==> src/rtl/sc_pkg.sv <==
package sc_pkg;

  typedef enum logic [1:0] {
    MODE_UP     = 2'd0,
    MODE_DOWN   = 2'd1,
    MODE_UPDOWN = 2'd2
  } mode_e;

  typedef enum logic [2:0] {
    ACT_HOLD   = 3'd0,
    ACT_STEP   = 3'd1,
    ACT_LOAD   = 3'd2,
    ACT_CLEAR  = 3'd3,
    ACT_PRESET = 3'd4,
    ACT_REINIT = 3'd5
  } act_e;

endpackage

==> src/rtl/sc_match.sv <==
module sc_match #(
  parameter int unsigned          WIDTH = 8,
  parameter logic [WIDTH-1:0]     VALUE = '0
) (
  input  logic [WIDTH-1:0] value_i,
  output logic             hit_o
);

  always_comb begin
    hit_o = (value_i == VALUE);
  end

endmodule

==> src/rtl/sc_arbiter.sv <==
module sc_arbiter #(
  parameter bit HAS_CLEAR       = 1'b1,
  parameter bit HAS_PRESET      = 1'b0,
  parameter bit HAS_REINIT      = 1'b0,
  parameter bit CLEAR_WINS      = 1'b1,
  parameter bit SYNC_IGNORES_CE = 1'b1,
  parameter bit LOAD_ACT_HIGH   = 1'b1
) (
  input  logic         cnt_en_i,
  input  logic         clear_i,
  input  logic         preset_i,
  input  logic         reinit_i,
  input  logic         load_i,
  output sc_pkg::act_e act_o
);

  logic sync_gate;
  logic clr_eff;
  logic pre_eff;
  logic ini_eff;
  logic ld_eff;

  always_comb begin
    sync_gate = SYNC_IGNORES_CE | cnt_en_i;
    clr_eff   = HAS_CLEAR  & clear_i  & sync_gate;
    pre_eff   = HAS_PRESET & preset_i & sync_gate;
    ini_eff   = HAS_REINIT & reinit_i & sync_gate;
    ld_eff    = cnt_en_i & (LOAD_ACT_HIGH ? load_i : ~load_i);
  end

  always_comb begin
    act_o = sc_pkg::ACT_HOLD;
    if (clr_eff && pre_eff) begin
      act_o = CLEAR_WINS ? sc_pkg::ACT_CLEAR : sc_pkg::ACT_PRESET;
    end else if (clr_eff) begin
      act_o = sc_pkg::ACT_CLEAR;
    end else if (pre_eff) begin
      act_o = sc_pkg::ACT_PRESET;
    end else if (ini_eff) begin
      act_o = sc_pkg::ACT_REINIT;
    end else if (ld_eff) begin
      act_o = sc_pkg::ACT_LOAD;
    end else if (cnt_en_i) begin
      act_o = sc_pkg::ACT_STEP;
    end
  end

endmodule

==> src/rtl/sc_stepper.sv <==
module sc_stepper #(
  parameter int unsigned      WIDTH    = 8,
  parameter sc_pkg::mode_e    MODE     = sc_pkg::MODE_UP,
  parameter bit               RESTRICT = 1'b1,
  parameter logic [WIDTH-1:0] STEP     = WIDTH'(3),
  parameter logic [WIDTH-1:0] LIMIT    = WIDTH'(30)
) (
  input  logic [WIDTH-1:0] count_i,
  input  logic             dir_up_i,
  output logic [WIDTH-1:0] next_o
);

  logic at_limit;
  logic go_up;

  generate
    if (RESTRICT) begin : g_limit
      sc_match #(
        .WIDTH (WIDTH),
        .VALUE (LIMIT)
      ) u_limit (
        .value_i (count_i),
        .hit_o   (at_limit)
      );
    end else begin : g_free
      assign at_limit = 1'b0;
    end
  endgenerate

  always_comb begin
    case (MODE)
      sc_pkg::MODE_UP:     go_up = 1'b1;
      sc_pkg::MODE_DOWN:   go_up = 1'b0;
      default:             go_up = dir_up_i;
    endcase
  end

  always_comb begin
    if (at_limit) begin
      next_o = '0;
    end else if (go_up) begin
      next_o = count_i + STEP;
    end else begin
      next_o = count_i - STEP;
    end
  end

endmodule

==> src/rtl/step_counter.sv <==
module step_counter #(
  parameter int unsigned      WIDTH           = 8,
  parameter sc_pkg::mode_e    MODE            = sc_pkg::MODE_UP,
  parameter bit               RESTRICT        = 1'b1,
  parameter logic [WIDTH-1:0] STEP            = WIDTH'(3),
  parameter logic [WIDTH-1:0] LIMIT           = WIDTH'(30),
  parameter logic [WIDTH-1:0] THRESH          = WIDTH'(12),
  parameter logic [WIDTH-1:0] POR_VAL         = '0,
  parameter logic [WIDTH-1:0] REINIT_VAL      = '0,
  parameter bit               HAS_CLEAR       = 1'b1,
  parameter bit               HAS_PRESET      = 1'b0,
  parameter bit               HAS_REINIT      = 1'b0,
  parameter bit               CLEAR_WINS      = 1'b1,
  parameter bit               SYNC_IGNORES_CE = 1'b1,
  parameter bit               LOAD_ACT_HIGH   = 1'b1
) (
  input  logic             clk_i,
  input  logic             rst_ni,
  input  logic             cnt_en_i,
  input  logic             dir_up_i,
  input  logic             clear_i,
  input  logic             preset_i,
  input  logic             reinit_i,
  input  logic             load_i,
  input  logic [WIDTH-1:0] load_val_i,
  output logic [WIDTH-1:0] count_o,
  output logic             thresh_o
);

  localparam longint unsigned SPAN  = 64'd1 << WIDTH;
  localparam longint unsigned STEPL = 64'(STEP);
  localparam longint unsigned LIML  = 64'(LIMIT);

  generate
    if (STEPL == 0) begin : g_bad_step
      initial $error("step_counter: STEP must be non-zero");
    end
    if (RESTRICT && (MODE == sc_pkg::MODE_UPDOWN || HAS_PRESET)) begin : g_bad_mix
      initial $error("step_counter: limit cannot combine with up/down or preset");
    end
    if (RESTRICT && MODE == sc_pkg::MODE_UP && STEPL != 0 &&
        ((LIML % STEPL) != 0 || STEPL > LIML)) begin : g_bad_up
      initial $error("step_counter: LIMIT must be a multiple of STEP and not below it");
    end
    if (RESTRICT && MODE == sc_pkg::MODE_DOWN && STEPL != 0 &&
        (((SPAN - LIML) % STEPL) != 0 || STEPL > SPAN - LIML)) begin : g_bad_down
      initial $error("step_counter: distance from LIMIT to wrap must be a multiple of STEP");
    end
    if (HAS_REINIT && (HAS_CLEAR || HAS_PRESET)) begin : g_bad_init
      initial $error("step_counter: reinit cannot coexist with clear or preset");
    end
  endgenerate

  sc_pkg::act_e     act;
  logic [WIDTH-1:0] count_q;
  logic [WIDTH-1:0] count_d;
  logic [WIDTH-1:0] step_nxt;

  sc_arbiter #(
    .HAS_CLEAR       (HAS_CLEAR),
    .HAS_PRESET      (HAS_PRESET),
    .HAS_REINIT      (HAS_REINIT),
    .CLEAR_WINS      (CLEAR_WINS),
    .SYNC_IGNORES_CE (SYNC_IGNORES_CE),
    .LOAD_ACT_HIGH   (LOAD_ACT_HIGH)
  ) u_arb (
    .cnt_en_i (cnt_en_i),
    .clear_i  (clear_i),
    .preset_i (preset_i),
    .reinit_i (reinit_i),
    .load_i   (load_i),
    .act_o    (act)
  );

  sc_stepper #(
    .WIDTH    (WIDTH),
    .MODE     (MODE),
    .RESTRICT (RESTRICT),
    .STEP     (STEP),
    .LIMIT    (LIMIT)
  ) u_step (
    .count_i  (count_q),
    .dir_up_i (dir_up_i),
    .next_o   (step_nxt)
  );

  sc_match #(
    .WIDTH (WIDTH),
    .VALUE (THRESH)
  ) u_thresh (
    .value_i (count_q),
    .hit_o   (thresh_o)
  );

  always_comb begin
    case (act)
      sc_pkg::ACT_CLEAR:  count_d = '0;
      sc_pkg::ACT_PRESET: count_d = '1;
      sc_pkg::ACT_REINIT: count_d = REINIT_VAL;
      sc_pkg::ACT_LOAD:   count_d = load_val_i;
      sc_pkg::ACT_STEP:   count_d = step_nxt;
      default:            count_d = count_q;
    endcase
  end

  always_ff @(posedge clk_i or negedge rst_ni) begin
    if (!rst_ni) begin
      count_q <= POR_VAL;
    end else begin
      count_q <= count_d;
    end
  end

  assign count_o = count_q;

endmodule

==> config.mk <==
export PLATFORM = sky130hd
export DESIGN_NAME = step_counter
export DESIGN_NICKNAME = d
export VERILOG_FILES = /design/src/rtl/sc_pkg.sv /design/src/rtl/sc_match.sv /design/src/rtl/sc_arbiter.sv /design/src/rtl/sc_stepper.sv /design/src/rtl/step_counter.sv
export SDC_FILE = /design/constraint.sdc
export NUM_CORES = 1
export LEC_CHECK = 0
export BUFFER_PORTS_ARGS = -buffer_cell sky130_fd_sc_hd__buf_4
export CAP_MARGIN = 20
export CORE_MARGIN = 3
export CORE_UTILIZATION = 24
export CTS_CLUSTER_SIZE = 16
export DETAILED_ROUTE_END_ITERATION = 8
export REMOVE_ABC_BUFFERS = 1
export SYNTH_ARGS = -nofsm -noshare
export SYNTH_HDL_FRONTEND = slang
export SYNTH_SLANG_ARGS = --single-unit
export TNS_END_PERCENT = 100
==> constraint.sdc <==
create_clock -name clk_i -period 1.7 [get_ports clk_i]
set_input_delay 0.255 -clock clk_i [delete_from_list [all_inputs] [get_ports clk_i]]
set_output_delay 0.255 -clock clk_i [all_outputs]
set_load 0.03 [all_outputs]
==> metrics.cfg <==
[power_and_ir_drop]
p_sw_uw=175
share_comb_of_total_power_pct=30.5
finalPower_uw=536
power_density_mw_per_mm2=659
p_leak_nw=0.371
clkPwrFrac_pct=27.9
intPower_uw=361
peakVddDrop_uv=236
p_sw_share_pct=32.7
seqPwrFrac_pct=41.6

[die]
die_h_um=53.4
dieArea_mm2=0.00285
dieWidth_um=53.4
rows=16
core_mm2=0.00204
start_util_pct=26.4
num_io_pins=25

[placed_design]
place.gp.congestion=0.754
io_buffers=21
place_area_um2=761
place_hpwl_um=1200

[route]
post_drt_wl_per_cell_um=13.1
drt_iter0_drc=13
vias_per_cell=5.18
detail-route-antenna-nets=0
drt-total-wl_um=1560
detailroute.via_count=616
firstDrtPassIters=4
drc_errors=0

[cells_and_area]
final_nets=113
drive_gt1_share_pct=37.0
multi_input_area_um2=340
n_antenna_cell=0
syn_to_final_growth_pct=50.8
ff_latch_area_um2=200
fin_util_pct=39.8
n_fill_cell=215
largest_reg_flops=8
final_area_um2=813

[sta]
fin_crit_ns=1.66
rsz0062_at_grt=yes
slew_headroom_pct=69.9
finalHoldViolations=0
worstMarginPinSlew_ns=0.450
clock.fmax_ghz=0.602
setup_tns_ns=0
finalClockSkew_ns=0.00491
timing.final.crit_share_pct=97.7
slew_viol_final=0
setup_viol=0
hold_ws_ns=0.225

[setup_path]
worstPathRequired_ns=1.44
r2r_end=count_o[6]
worst_setup_path_end_kind=output port
reg2reg_depth=6
ff2ff_setup_slack_ns=0.16
r2r_start=count_o[0]
critPathMaxFanout=3
worstSetupStartpointType=flip-flop
path_class=flip-flop to output port
arrival_ns=1.41

[worst_hold_path]
hold_class=input pin to flip-flop
hp-start=clear_i
holdPathEnd=count_o[0]
min_path_cells=2

[global_route]
grt_pass1_wl_um=2590
grt_use_total_pct=12.5
grt_pass1_vias=609
antenna_found_initial=0
overflow=0
grt_max_degree=10

[cts]
clockBufferDepth=2
cts_tree=yes
cts.sink_count=8
cts_max_level=1
cts_root_buf=clkbuf_4
clkTransAtPathRegs_ns=0.06
clock_latency_ns=0.25
cts_made_buffers=3

[job]
drv_cap=0

[synthesis]
synthArstFlopShare_pct=100
ys_seq_area_share_pct=37.1
synth_area_um2=539
ys.flop_type=dfrtp_1
yosysWarnings=0
netlist-cell-type-count=26
synth_area_per_cell_um2=8.70
syn_inst=62
synth_edf_count=0
synth_seq_cells=8

[status]
run_status=completed

==> Yosys cell counts, types with 2 or more instances <==
master / instances / area (um2)
a22oi_1: 3 / 22.5
a31oi_1: 2 / 12.5
dfrtp_1: 8 / 200
ha_1: 3 / 37.5
inv_1: 3 / 11.3
nand2_1: 6 / 22.5
nand3_1: 5 / 25.0
nor2_1: 2 / 7.51
nor3_1: 2 / 10.0
o21a_1: 2 / 15.0
o21ai_0: 9 / 45.0
o311ai_0: 2 / 17.5
or3_1: 2 / 12.5
==> worst max-delay path by stage <==
stage / startpoint / endpoint / slack [ns] / cells past startpoint
finish: count_o[0] / thresh_o / 0.04 / 5
CTS: count_o[0] / thresh_o / 0.04 / 5
global route: count_o[0] / thresh_o / -0.05 / 5
global placement: count_o[0] / count_o[6] / 0.17 / 6
floorplan: count_o[0] / thresh_o / -0.36 / 4
detailed placement: count_o[0] / count_o[4] / 0.16 / 6
==> power groups by stage <==
stage	Combinational (mW)	Clock, mW	Sequential (mW)
after floorplan	0.0463	0	0.254
after global placement	0.153	0	0.225
after detailed placement	0.157	0	0.226
after CTS	0.160	0.151	0.222
after global routing	0.180	0.169	0.226
final	0.163	0.149	0.223
==> per-stage QoR <==
stage          worst slack (ns)  instances
2_1_floorplan            -0.356         62
3_3_place_gp              0.172        114
3_5_place_dp              0.155        114
4_1_cts                  0.0442        118
5_1_grt                 -0.0494        119
6_report                 0.0399        119
==> cell usage in the layout (no fill, tap or decap), types with 3 or more instances in the layout <==
cell,count
o21ai_0,9
nand3_1,5
buf_4,26
clkbuf_4,3
nand2_1,6
a22oi_1,3
dfrtp_1,8
==> routing by layer <==
| layer | track usage [%] | up-vias | share of wire, % |
|---|---|---|---|
| met5 | 0 | - | 0 |
| met4 | 5.11 | 0 | 1.1 |
| met3 | 3.66 | 2 | 7.4 |
| met2 | 21.6 | 20 | 48 |
| met1 | 14.1 | 291 | 44 |
| li1 | - | 303 | - |
==> critical path: stages, from the launching register on <==
cell and delay (ns):
dfrtp_1 0.38, inv_2 0.10, ha_4 0.13, nand4b_1 0.09
nor4_1 0.25, buf_4 0.21
==> layout make-up <==
type / instances / area share (%)
clock buffer: 3 / 2.77
inverter: 3 / 1.38
multi-input combinational: 51 / 41.8
sequential: 8 / 24.6
tap: 27 / 4.15
timing repair buffer: 27 / 25.2
==> repair_timing <==
| item | in CTS | in global routing |
|---|---|---|
| gates resized for setup | 0 | 4 |
| setup endpoints to repair | 0 | 1 |
| endpoints found under the hold margin | 8 | 0 |
| hold buffers | 1 | 0 |
| buffers inserted | 0 | 1 |
==> cells by family (layout without fill, tap and decap cells) <==
logic type,count (synthesis),after routing,synth area share [%]
compound gates,24,24,29.5
flops,8,8,37.1
simple gates,24,24,24.4
fa+ha+maj,3,3,6.96
buf+inv,3,33,2.09
No activity file was read; power rests on OpenSTA's default activity.
